[src/rtl/bmpl_pkg.sv]
// Shared types for the bitmap loader.
package bmpl_pkg;

    // Loader progress through the incoming file
    typedef enum logic [1:0] {
        PH_HDR = 2'd0,
        PH_PAL = 2'd1,
        PH_PIX = 2'd2,
        PH_END = 2'd3
    } phase_t;

    // One write to the palette port
    typedef struct packed {
        logic [1:0] sel;
        logic [7:0] val;
    } dac_wr_t;

    // Register-select codes; bit 1 drives the upper select line
    localparam logic [1:0] SEL_INDEX = 2'b00;
    localparam logic [1:0] SEL_COLOR = 2'b01;
    localparam logic [1:0] SEL_MASK  = 2'b10;

endpackage

[src/rtl/bmpl_phase_ctl.sv]
// Phase controller: counts header bytes, sorts palette bytes by position
// and hands complete entries on. Assumes rx_valid is a one-cycle pulse.
module bmpl_phase_ctl
    import bmpl_pkg::*;
#(
    parameter int HDR_BYTES   = 54,
    parameter int PAL_ENTRIES = 256,
    parameter int COLOR_BITS  = 6
) (
    input  logic                  clk,
    input  logic                  rst_n,
    input  logic                  rx_valid,
    input  logic [COLOR_BITS-1:0] color_in,
    input  logic                  done,
    output logic                  load_init,
    output logic                  load_entry,
    output logic [COLOR_BITS-1:0] red,
    output logic [COLOR_BITS-1:0] green,
    output logic [COLOR_BITS-1:0] blue,
    output logic                  pix_en
);
    localparam int HW = $clog2(HDR_BYTES + 1);
    localparam int EW = $clog2(PAL_ENTRIES + 1);

    phase_t          phase_q;
    logic [HW-1:0]   hdr_cnt_q;
    logic [EW-1:0]   ent_cnt_q;
    logic [1:0]      pos_q;

    // Phase and byte-position bookkeeping for each received byte
    always_ff @(posedge clk) begin
        if (!rst_n) begin
            phase_q    <= PH_HDR;
            hdr_cnt_q  <= '0;
            ent_cnt_q  <= '0;
            pos_q      <= 2'd0;
            load_init  <= 1'b0;
            load_entry <= 1'b0;
            red        <= '0;
            green      <= '0;
            blue       <= '0;
        end else begin
            load_init  <= 1'b0;
            load_entry <= 1'b0;
            case (phase_q)
                PH_HDR: if (rx_valid) begin
                    if (hdr_cnt_q == HW'(HDR_BYTES - 1)) begin
                        phase_q   <= PH_PAL;
                        load_init <= 1'b1;
                    end else begin
                        hdr_cnt_q <= hdr_cnt_q + 1'b1;
                    end
                end
                PH_PAL: if (rx_valid) begin
                    pos_q <= pos_q + 2'd1;
                    case (pos_q)
                        2'd0:    blue  <= color_in;
                        2'd1:    green <= color_in;
                        2'd2:    red   <= color_in;
                        default: begin
                            load_entry <= 1'b1;
                            if (ent_cnt_q == EW'(PAL_ENTRIES - 1)) begin
                                phase_q <= PH_PIX;
                            end else begin
                                ent_cnt_q <= ent_cnt_q + 1'b1;
                            end
                        end
                    endcase
                end
                PH_PIX: if (done) phase_q <= PH_END;
                default: phase_q <= PH_END;
            endcase
        end
    end

    // Pixel routing is enabled only in the pixel phase
    always_comb pix_en = (phase_q == PH_PIX);

endmodule

[src/rtl/bmpl_wr_queue.sv]
// Holds up to three pending palette-port writes and issues them in order.
// Assumes a new load never arrives before the previous batch has drained.
module bmpl_wr_queue
    import bmpl_pkg::*;
#(
    parameter int COLOR_BITS = 6
) (
    input  logic                  clk,
    input  logic                  rst_n,
    input  logic                  load_init,
    input  logic                  load_entry,
    input  logic [COLOR_BITS-1:0] red,
    input  logic [COLOR_BITS-1:0] green,
    input  logic [COLOR_BITS-1:0] blue,
    input  logic                  busy,
    output logic                  go,
    output dac_wr_t               wr_out
);
    localparam int SLOTS = 3;

    dac_wr_t    slot_q [SLOTS];
    logic [1:0] pend_q;
    logic [1:0] idx_q;
    logic [7:0] red_w, green_w, blue_w;

    // Widen the truncated colours back onto the 8-bit bus
    generate
        if (COLOR_BITS == 8) begin : g_full
            always_comb begin
                red_w   = red;
                green_w = green;
                blue_w  = blue;
            end
        end else begin : g_pad
            always_comb begin
                red_w   = {{(8 - COLOR_BITS){1'b0}}, red};
                green_w = {{(8 - COLOR_BITS){1'b0}}, green};
                blue_w  = {{(8 - COLOR_BITS){1'b0}}, blue};
            end
        end
    endgenerate

    // Issue the next slot whenever the strobe generator is free
    always_comb begin
        go     = (pend_q != 2'd0) && !busy;
        wr_out = slot_q[idx_q];
    end

    // Load batches and step through them
    always_ff @(posedge clk) begin
        if (!rst_n) begin
            pend_q <= 2'd0;
            idx_q  <= 2'd0;
            for (int i = 0; i < SLOTS; i++) slot_q[i] <= '0;
        end else if (load_init) begin
            slot_q[0] <= '{sel: SEL_MASK,  val: 8'hFF};
            slot_q[1] <= '{sel: SEL_INDEX, val: 8'h00};
            pend_q    <= 2'd2;
            idx_q     <= 2'd0;
        end else if (load_entry) begin
            slot_q[0] <= '{sel: SEL_COLOR, val: red_w};
            slot_q[1] <= '{sel: SEL_COLOR, val: green_w};
            slot_q[2] <= '{sel: SEL_COLOR, val: blue_w};
            pend_q    <= 2'd3;
            idx_q     <= 2'd0;
        end else if (go) begin
            pend_q <= pend_q - 2'd1;
            idx_q  <= idx_q + 2'd1;
        end
    end

endmodule

[src/rtl/bmpl_dac_strobe.sv]
// Drives one palette-port write: bus set at issue, strobe low after SETUP
// cycles for PULSE cycles, then at least HOLD idle cycles. SETUP must be >= 1.
module bmpl_dac_strobe
    import bmpl_pkg::*;
#(
    parameter int SETUP = 1,
    parameter int PULSE = 3,
    parameter int HOLD  = 1
) (
    input  logic       clk,
    input  logic       rst_n,
    input  logic       go,
    input  dac_wr_t    wr_in,
    output logic       busy,
    output logic [1:0] dac_rs,
    output logic [7:0] dac_data,
    output logic       dac_wr_n
);
    localparam int SPAN = SETUP + PULSE + HOLD;
    localparam int CW   = $clog2(SPAN + 1);

    logic [CW-1:0] cnt_q, cnt_n;
    logic          busy_q, busy_n;
    logic          low_n;

    // Next-state of the write window counter
    always_comb begin
        busy_n = busy_q;
        cnt_n  = cnt_q;
        if (busy_q) begin
            if (cnt_q == CW'(SPAN - 1)) busy_n = 1'b0;
            else                        cnt_n  = cnt_q + 1'b1;
        end else if (go) begin
            busy_n = 1'b1;
            cnt_n  = '0;
        end
        low_n = busy_n && (cnt_n >= CW'(SETUP)) && (cnt_n < CW'(SETUP + PULSE));
    end

    // Register counter, strobe and the bus values
    always_ff @(posedge clk) begin
        if (!rst_n) begin
            busy_q   <= 1'b0;
            cnt_q    <= '0;
            dac_wr_n <= 1'b1;
            dac_rs   <= 2'b00;
            dac_data <= 8'h00;
        end else begin
            busy_q   <= busy_n;
            cnt_q    <= cnt_n;
            dac_wr_n <= ~low_n;
            if (!busy_q && go) begin
                dac_rs   <= wr_in.sel;
                dac_data <= wr_in.val;
            end
        end
    end

    // Strobe generator occupancy
    always_comb busy = busy_q;

endmodule

[src/rtl/bmpl_pix_writer.sv]
// Turns pixel bytes into frame-memory write requests, column first.
// Assumes each request is accepted before the next pixel byte arrives.
module bmpl_pix_writer #(
    parameter int COLS  = 512,
    parameter int ROWS  = 512,
    parameter int COL_W = $clog2(COLS),
    parameter int ROW_W = $clog2(ROWS)
) (
    input  logic             clk,
    input  logic             rst_n,
    input  logic             en,
    input  logic             rx_valid,
    input  logic [7:0]       rx_data,
    input  logic             mem_ready,
    output logic             mem_req,
    output logic [ROW_W-1:0] mem_row,
    output logic [COL_W-1:0] mem_col,
    output logic [7:0]       mem_data,
    output logic             done
);
    logic accept;

    // Handshake completion
    always_comb accept = mem_req && mem_ready;

    // Request capture, address stepping and completion
    always_ff @(posedge clk) begin
        if (!rst_n) begin
            mem_req  <= 1'b0;
            mem_row  <= '0;
            mem_col  <= '0;
            mem_data <= 8'h00;
            done     <= 1'b0;
        end else if (accept) begin
            mem_req <= 1'b0;
            if (mem_col == COL_W'(COLS - 1)) begin
                mem_col <= '0;
                if (mem_row == ROW_W'(ROWS - 1)) done <= 1'b1;
                else                             mem_row <= mem_row + 1'b1;
            end else begin
                mem_col <= mem_col + 1'b1;
            end
        end else if (en && !done && rx_valid && !mem_req) begin
            mem_req  <= 1'b1;
            mem_data <= rx_data;
        end
    end

endmodule

[src/rtl/bmpl_loader.sv]
// Top: splits a serial bitmap stream into header, palette and pixels.
// Assumes bytes are spaced far enough apart for the palette writes to drain.
module bmpl_loader #(
    parameter int HDR_BYTES   = 54,
    parameter int PAL_ENTRIES = 256,
    parameter int COLS        = 512,
    parameter int ROWS        = 512,
    parameter int COLOR_BITS  = 6,
    parameter int SETUP       = 1,
    parameter int PULSE       = 3,
    parameter int HOLD        = 1,
    parameter int COL_W       = $clog2(COLS),
    parameter int ROW_W       = $clog2(ROWS)
) (
    input  logic             clk,
    input  logic             rst_n,
    input  logic             rx_valid,
    input  logic [7:0]       rx_data,
    output logic [1:0]       dac_rs,
    output logic [7:0]       dac_data,
    output logic             dac_wr_n,
    output logic             mem_req,
    input  logic             mem_ready,
    output logic [ROW_W-1:0] mem_row,
    output logic [COL_W-1:0] mem_col,
    output logic [7:0]       mem_data,
    output logic             load_done
);
    import bmpl_pkg::*;

    logic                  load_init, load_entry, pix_en, go, busy;
    logic [COLOR_BITS-1:0] red, green, blue;
    dac_wr_t               wr_next;

    bmpl_phase_ctl #(
        .HDR_BYTES  (HDR_BYTES),
        .PAL_ENTRIES(PAL_ENTRIES),
        .COLOR_BITS (COLOR_BITS)
    ) u_phase (
        .clk       (clk),
        .rst_n     (rst_n),
        .rx_valid  (rx_valid),
        .color_in  (rx_data[7 -: COLOR_BITS]),
        .done      (load_done),
        .load_init (load_init),
        .load_entry(load_entry),
        .red       (red),
        .green     (green),
        .blue      (blue),
        .pix_en    (pix_en)
    );

    bmpl_wr_queue #(
        .COLOR_BITS(COLOR_BITS)
    ) u_queue (
        .clk       (clk),
        .rst_n     (rst_n),
        .load_init (load_init),
        .load_entry(load_entry),
        .red       (red),
        .green     (green),
        .blue      (blue),
        .busy      (busy),
        .go        (go),
        .wr_out    (wr_next)
    );

    bmpl_dac_strobe #(
        .SETUP(SETUP),
        .PULSE(PULSE),
        .HOLD (HOLD)
    ) u_strobe (
        .clk     (clk),
        .rst_n   (rst_n),
        .go      (go),
        .wr_in   (wr_next),
        .busy    (busy),
        .dac_rs  (dac_rs),
        .dac_data(dac_data),
        .dac_wr_n(dac_wr_n)
    );

    bmpl_pix_writer #(
        .COLS (COLS),
        .ROWS (ROWS),
        .COL_W(COL_W),
        .ROW_W(ROW_W)
    ) u_pix (
        .clk      (clk),
        .rst_n    (rst_n),
        .en       (pix_en),
        .rx_valid (rx_valid),
        .rx_data  (rx_data),
        .mem_ready(mem_ready),
        .mem_req  (mem_req),
        .mem_row  (mem_row),
        .mem_col  (mem_col),
        .mem_data (mem_data),
        .done     (load_done)
    );

endmodule

[config.mk]
export PLATFORM = sky130hd
export DESIGN_NAME = bmpl_loader
export DESIGN_NICKNAME = d
export VERILOG_FILES = /design/src/rtl/bmpl_pkg.sv /design/src/rtl/bmpl_phase_ctl.sv /design/src/rtl/bmpl_wr_queue.sv /design/src/rtl/bmpl_dac_strobe.sv /design/src/rtl/bmpl_pix_writer.sv /design/src/rtl/bmpl_loader.sv
export SDC_FILE = /design/constraint.sdc
export NUM_CORES = 1
export LEC_CHECK = 0
export ABC_AREA = 1
export BUFFER_PORTS_ARGS = -buffer_cell sky130_fd_sc_hd__buf_2
export CAP_MARGIN = 20
export CORE_MARGIN = 2
export CORE_UTILIZATION = 50
export DETAILED_ROUTE_END_ITERATION = 8
export PLACE_DENSITY = 0.8
export SYNTH_ARGS = -nofsm -noshare
export SYNTH_HDL_FRONTEND = slang
export SYNTH_SLANG_ARGS = --single-unit
[constraint.sdc]
create_clock -name clk -period 3.15 [get_ports clk]
set_input_delay 0.7875 -clock clk [delete_from_list [all_inputs] [get_ports clk]]
set_output_delay 0.7875 -clock clk [all_outputs]
set_load 0.01 [all_outputs]
### After elaboration in Yosys (flattened, before gate mapping)

Memory sizes are Yosys's and may differ from the RTL's. A register that Yosys moved wholly into a read port is not among the register bits.
Cells that the tools add are included.

* register bits: 76
* memory bits (writable): 30
* input port bits: 12
* memories: 1

Memories
* u_queue.slot_q: depth 3, bits a word 10, read ports 1, clocked after memory_dff 1, write ports 3, RTL line bmpl_wr_queue.sv:21 `dac_wr_t slot_q [SLOTS];`

* add/sub/neg operators: 8
* order comparisons: 2
* equality and inequality tests: 15
* muxes and demuxes: 32
* bitwise operators: 12
* reductions and logical operators: 33

Operators with widths (number)
* 2-to-1 mux 10 bit: 5
* adder 9 x 1 -> 9 bit, second input constant: 3
* AND reduction 3 bit: 8
* == test 9 bit, second input constant: 2
* 2-to-1 mux 2 bit: 9
* 2-to-1 mux 1 bit: 13
* == test 9 x 8 -> 1 bit, second input constant: 1
* 2-to-1 mux 3 bit: 3
* 2-to-1 mux 9 bit: 1
* logical AND 1 bit: 8
* != test 2 bit, second input constant: 4
* NOT 1 bit: 7
* adder 6 x 1 -> 6 bit, second input constant: 1
* == test 6 bit, second input constant: 1
* case mux 2 bit (3 select lines): 1
* AND reduction 6 bit: 1
* OR reduction 3 bit: 2
* bitwise OR 1 bit: 5
* adder 2 x 1 -> 2 bit, second input constant: 2
* == test 2 x 1 -> 1 bit, second input constant: 2
* == test 2 bit, second input constant: 2
* zero test 1 bit: 4
* zero test 2 bit: 2
* != test 2 x 1 -> 1 bit, second input constant: 2
* 10 further kinds: 13

### Depth between registers and ports, before layout

* depth in word-level cells: 8
* gate-level depth with buffers: 14

### By module

A second synthesis with hierarchy kept.

* cells, all modules: 636
* area total of the unflattened synthesis: 4870.9 um2

Modules (own cells, without submodules)
* bmpl_phase_ctl: instances 1, cells an instance 245, area an instance 1806.7 um2, sequential area each 780.7 um2
* bmpl_wr_queue: instances 1, cells an instance 138, area an instance 1237.4 um2, sequential area each 750.7 um2
* bmpl_pix_writer: instances 1, cells an instance 170, area an instance 1226.2 um2, sequential area each 560.5 um2
* bmpl_dac_strobe: instances 1, cells an instance 83, area an instance 600.6 um2, sequential area each 300.3 um2

### Worst setup path after synthesis

OpenSTA, ideal clock, no wires.

* path kind: register to register
* start: reg u_pix.mem_col[0]
* end: reg u_pix.mem_row[7]
* setup time: 0.064 ns
* data arrival time: 1.842 ns
* required time: 3.086 ns
* path slack: 1.245 ns
* stages on the path, launching flop included: 15
* path buffers: 0
* clock period less this slack: 1.905 ns
* cell sequence: dfxtp_1 > ha_1 > nand2_1 > nor3_1 > nand2_1 > nor2_1 > ha_1 > inv_1 > nor2_1 > nand2_4 > nor2_4 > nand3_1 > nand2_1 > inv_1 > nor2_1

* longest elaborated chain between the ends: 2

Ends and longest elaborated chain
* start, declared: RTL line bmpl_pix_writer.sv:17 `output logic [COL_W-1:0] mem_col,`
* start signal, assigned: RTL line bmpl_pix_writer.sv:41 `mem_col <= mem_col + 1'b1;`
* == test 9 bit: RTL line bmpl_pix_writer.sv:36 `if (mem_col == COL_W'(COLS - 1)) begin`
* AND reduction 3 bit (no line)
* end signal, assigned: RTL line bmpl_pix_writer.sv:39 `else mem_row <= mem_row + 1'b1;`
* end, declared: RTL line bmpl_pix_writer.sv:16 `output logic [ROW_W-1:0] mem_row,`

Every way passes these cells.
A chain may end at the register's enable or synchronous reset.

### Final worst setup path

* start: reg u_pix.mem_col[1]
* end: reg u_pix.mem_row[7]

The elaborated chain is that of the path after synthesis.

==> metrics.md <==
| Metric | Value |
|---|---|
| Status | completed |
| Slew @ Worst Pin | 0.608 ns |
| FFs w/ async S/R, synth | 0 |
| Port Buffers | 50 |
| Post-cts resize count | 0 |
| Power per standard cell area | 540 nW/um^2 |
| Die W | 99.5 um |
| Antenna fix cells | 0 |
| Placed Instances | 701 |
| Core Area | 8810 sq um |
| FF-to-FF setup slack | 1.08 ns |
| Initial antenna violation count | 0 |
| Die height | 99.5 um |
| CP Class | reg -> reg |
| Drt first pass iters | 4 |
| Design area | 5040 sq um |
| CP Data Required Time | 3.47 ns |
| Synth Register Bits | 105 |
| Skew-Pair Late Insertion Delay | 0.38 ns |
| Largest net degree at the start of global routing | 35 |
| CP Launch Type | flip-flop |
| Post-Syn Instances | 558 |
| Worst setup EP type | flip-flop |
| Final Skew | 0.0128 ns |
| # clock sinks | 105 |
| Ports | 51 |
| Register clock-pin slew on the reported worst setup and hold paths | 0.10 ns |
| Final period util | 0.657 |
| First-pass GRT wire length | 15,500 um |
| Inserted Clock Buffers | 9 |
| Avg WL per Cell | 12.8 um |
| Post-DP Area | 4850 sq um |
| Clk buf depth | 2 |
| Root Driver | clkbuf_8 |
| Sequential-to-total area share from yosys stat | 0.507 |
| Syn Nets | 585 |
| Setup TNS | 0 ns |
| Post-DP HPWL | 6800 um |
| Syn avg cell area | 8.18 sq um |
| Count of final setup violators | 0 |
| Vias after detailed routing | 3,724 |
| Slew HR | 0.593 |
| Commonest register cell after synthesis | dfxtp_1 |
| Leak Pwr | 2.05 nW |
| Routability cong. | 0.833 |
| Worst hold path type | reg -> reg |
| Initial Utilization | 0.518 |
| Gr usage total | 0.194 |
| DR iter-0 viols | 189 |
| Number of flops mapped to enable cells by yosys | 21 |
| Pre-CTS WS | 0.858 ns |
| RSZ-0062 raised after global routing | false |
| Post-route ant nets | 0 |
| YS warnings | 0 |
| NumNets Final | 632 |
| Power consumption | 2.72 mW |
| Setup Buffers After CTS | 0 |
| CTS tree | built |
| PnR worst setup slack | 1.08 ns |
| Max Slew Vio Count | 0 |
| Area Growth Syn to Fin | 10.5% |
| Gr ovfl total | 0 |
| # fillers | 772 |
| CTS Hold Bufs | 0 |
| Total routed wirelength | 9190 um |
| Netlist cell types | 37 |
| Fmax | 0.483 GHz |
| Final hold vios | 0 |
| CP Max Fanout | 7 |
| Vias in the first global route | 3,359 |
| Rows | 34 |
| MaxCap Viol Count | 0 |
| CP arrival | 2.39 ns |
| Peak supply drop | 232 uV |
| Via density | 5.19 |
| Die area | 9900 sq um |
| Share of layout cells above drive strength 1 | 0.146 |
| Non-Filler Instances | 718 |
| Residual DRC | 0 |
| Min Tclk post-route | 2.07 ns |
| Synthesized area | 4560 sq um |
| # H-tree levels | 3 |
## sequential cells by signal, summed over array words and instances, names as in the netlist
name,flops
u_queue.slot_q,21
u_pix.mem_data,8
u_phase.load_init,1
u_phase.blue,6
u_strobe.cnt_q,3
u_phase.load_entry,1
u_pix.mem_req,1
u_phase.pos_q,2
u_strobe.dac_wr_n,1
u_strobe.dac_data,7
u_strobe.busy,1
u_phase.green,6
u_phase.phase_q,2
u_phase.hdr_cnt_q,6
u_pix.mem_row,9
u_queue.idx_q,2
u_pix.mem_col,9
u_pix.done,1
u_strobe.dac_rs,1
u_phase.ent_cnt_q,9
u_phase.red,6
u_queue.pend_q,2
## stage by stage
stage,hold slack (ns),util
finish,0.462,0.573
global route,0.478,0.573
CTS,0.461,0.572
detailed placement,0.447,0.551
global placement,0.438,0.551
floorplan,0.425,-
## worst max-delay path, cell delays in order (launching register included)
cell and delay (ns):
dfxtp_1 0.39, ha_1 0.19, nand2_1 0.08, nor3_1 0.22, nand2_1 0.07, nor2_1 0.09
ha_1 0.22, inv_1 0.05, nor2_1 0.16, nand2_4 0.11, nor2_4 0.15, nand3_1 0.09
nand2_1 0.06, inv_1 0.03, nor2_1 0.09
## worst paths after layout
check,from,end,cells after the start
max,u_pix.mem_col[1]$_SDFFE_PN0P_,u_pix.mem_row[7]$_SDFFE_PN0P_,14
min,u_phase.red[4]$_SDFFE_PN0P_,u_phase.red[4]$_SDFFE_PN0P_,2
max reg2reg,u_pix.mem_col[1]$_SDFFE_PN0P_,u_pix.mem_row[7]$_SDFFE_PN0P_,14
min reg2reg,u_phase.red[4]$_SDFFE_PN0P_,u_phase.red[4]$_SDFFE_PN0P_,2
## cell families after synthesis
group	share of synthesized area
and+or+nand+nor	0.213
buffers and inverters	0.0900
AOI/OAI and AO/OA	0.144
DFF	0.507
xor gates and xnor gates	0.00576
adders and majority gates	0.0411
## final cells by class
cell class,count,area (sq um),area share
inverter,80,303,0.0600
clock inverter,6,52.6,0.0104
tap,108,135,0.0268
clock buffer,10,128,0.0253
timing repair buffer,53,273,0.0541
multi-input combinational,356,1840,0.365
sequential,105,2310,0.459
## per-layer routing
| metal | part of all wire | vias to the layer above | track usage |
|---|---|---|---|
| li1 | - | 1919 | - |
| met1 | 0.44 | 1718 | 0.237 |
| met2 | 0.51 | 75 | 0.341 |
| met3 | 0.041 | 12 | 0.0295 |
| met4 | 0.015 | 0 | 0.0822 |
| met5 | 0 | - | 0 |
## cells in the final DEF, fill, tap and decap left out, types with 9 or more instances in the layout
cell / count
nand2_1: 90
ha_1: 15
clkbuf_8: 9
buf_2: 50
o21ai_0: 52
nor2_1: 64
nand3_1: 26
dfxtp_1: 84
inv_1: 74
edfxtp_1: 21
a21oi_1: 54
## Yosys cell counts (2+ instances only)
cell,instances,area (sq um)
edfxtp_1,21,631
nor4_1,3,18.8
nor3b_1,3,22.5
nor3_1,6,30.0
a211oi_1,2,15.0
nand3_2,2,20.0
o21ai_1,4,20.0
inv_1,74,278
buf_2,5,25.0
xnor2_1,2,17.5
inv_2,3,11.3
buf_1,2,7.51
nand2_4,2,22.5
buf_4,2,15.0
dfxtp_1,84,1680
nand3_1,26,130
a31oi_1,6,37.5
a21oi_1,54,270
clkinv_1,2,7.51
nand2_1,90,338
buf_6,4,45.0
clkbuf_1,4,15.0
nor2_1,64,240
nor2_4,3,33.8
or2_2,6,37.5
o211ai_1,6,45.0
ha_1,15,188
o21ai_0,52,260
nand4_1,3,18.8
## power by group
| part | internal, mW | leakage (nW) | switching (mW) | total (mW) |
|---|---|---|---|---|
| combinational | 0.163 | 1.07 | 0.269 | 0.432 |
| sequential | 1.46 | 0.897 | 0.0568 | 1.52 |
| clock | 0.299 | 0.0850 | 0.476 | 0.775 |
| total | 1.92 | 2.05 | 0.801 | 2.72 |
No activity file was read; power rests on OpenSTA's default activity.
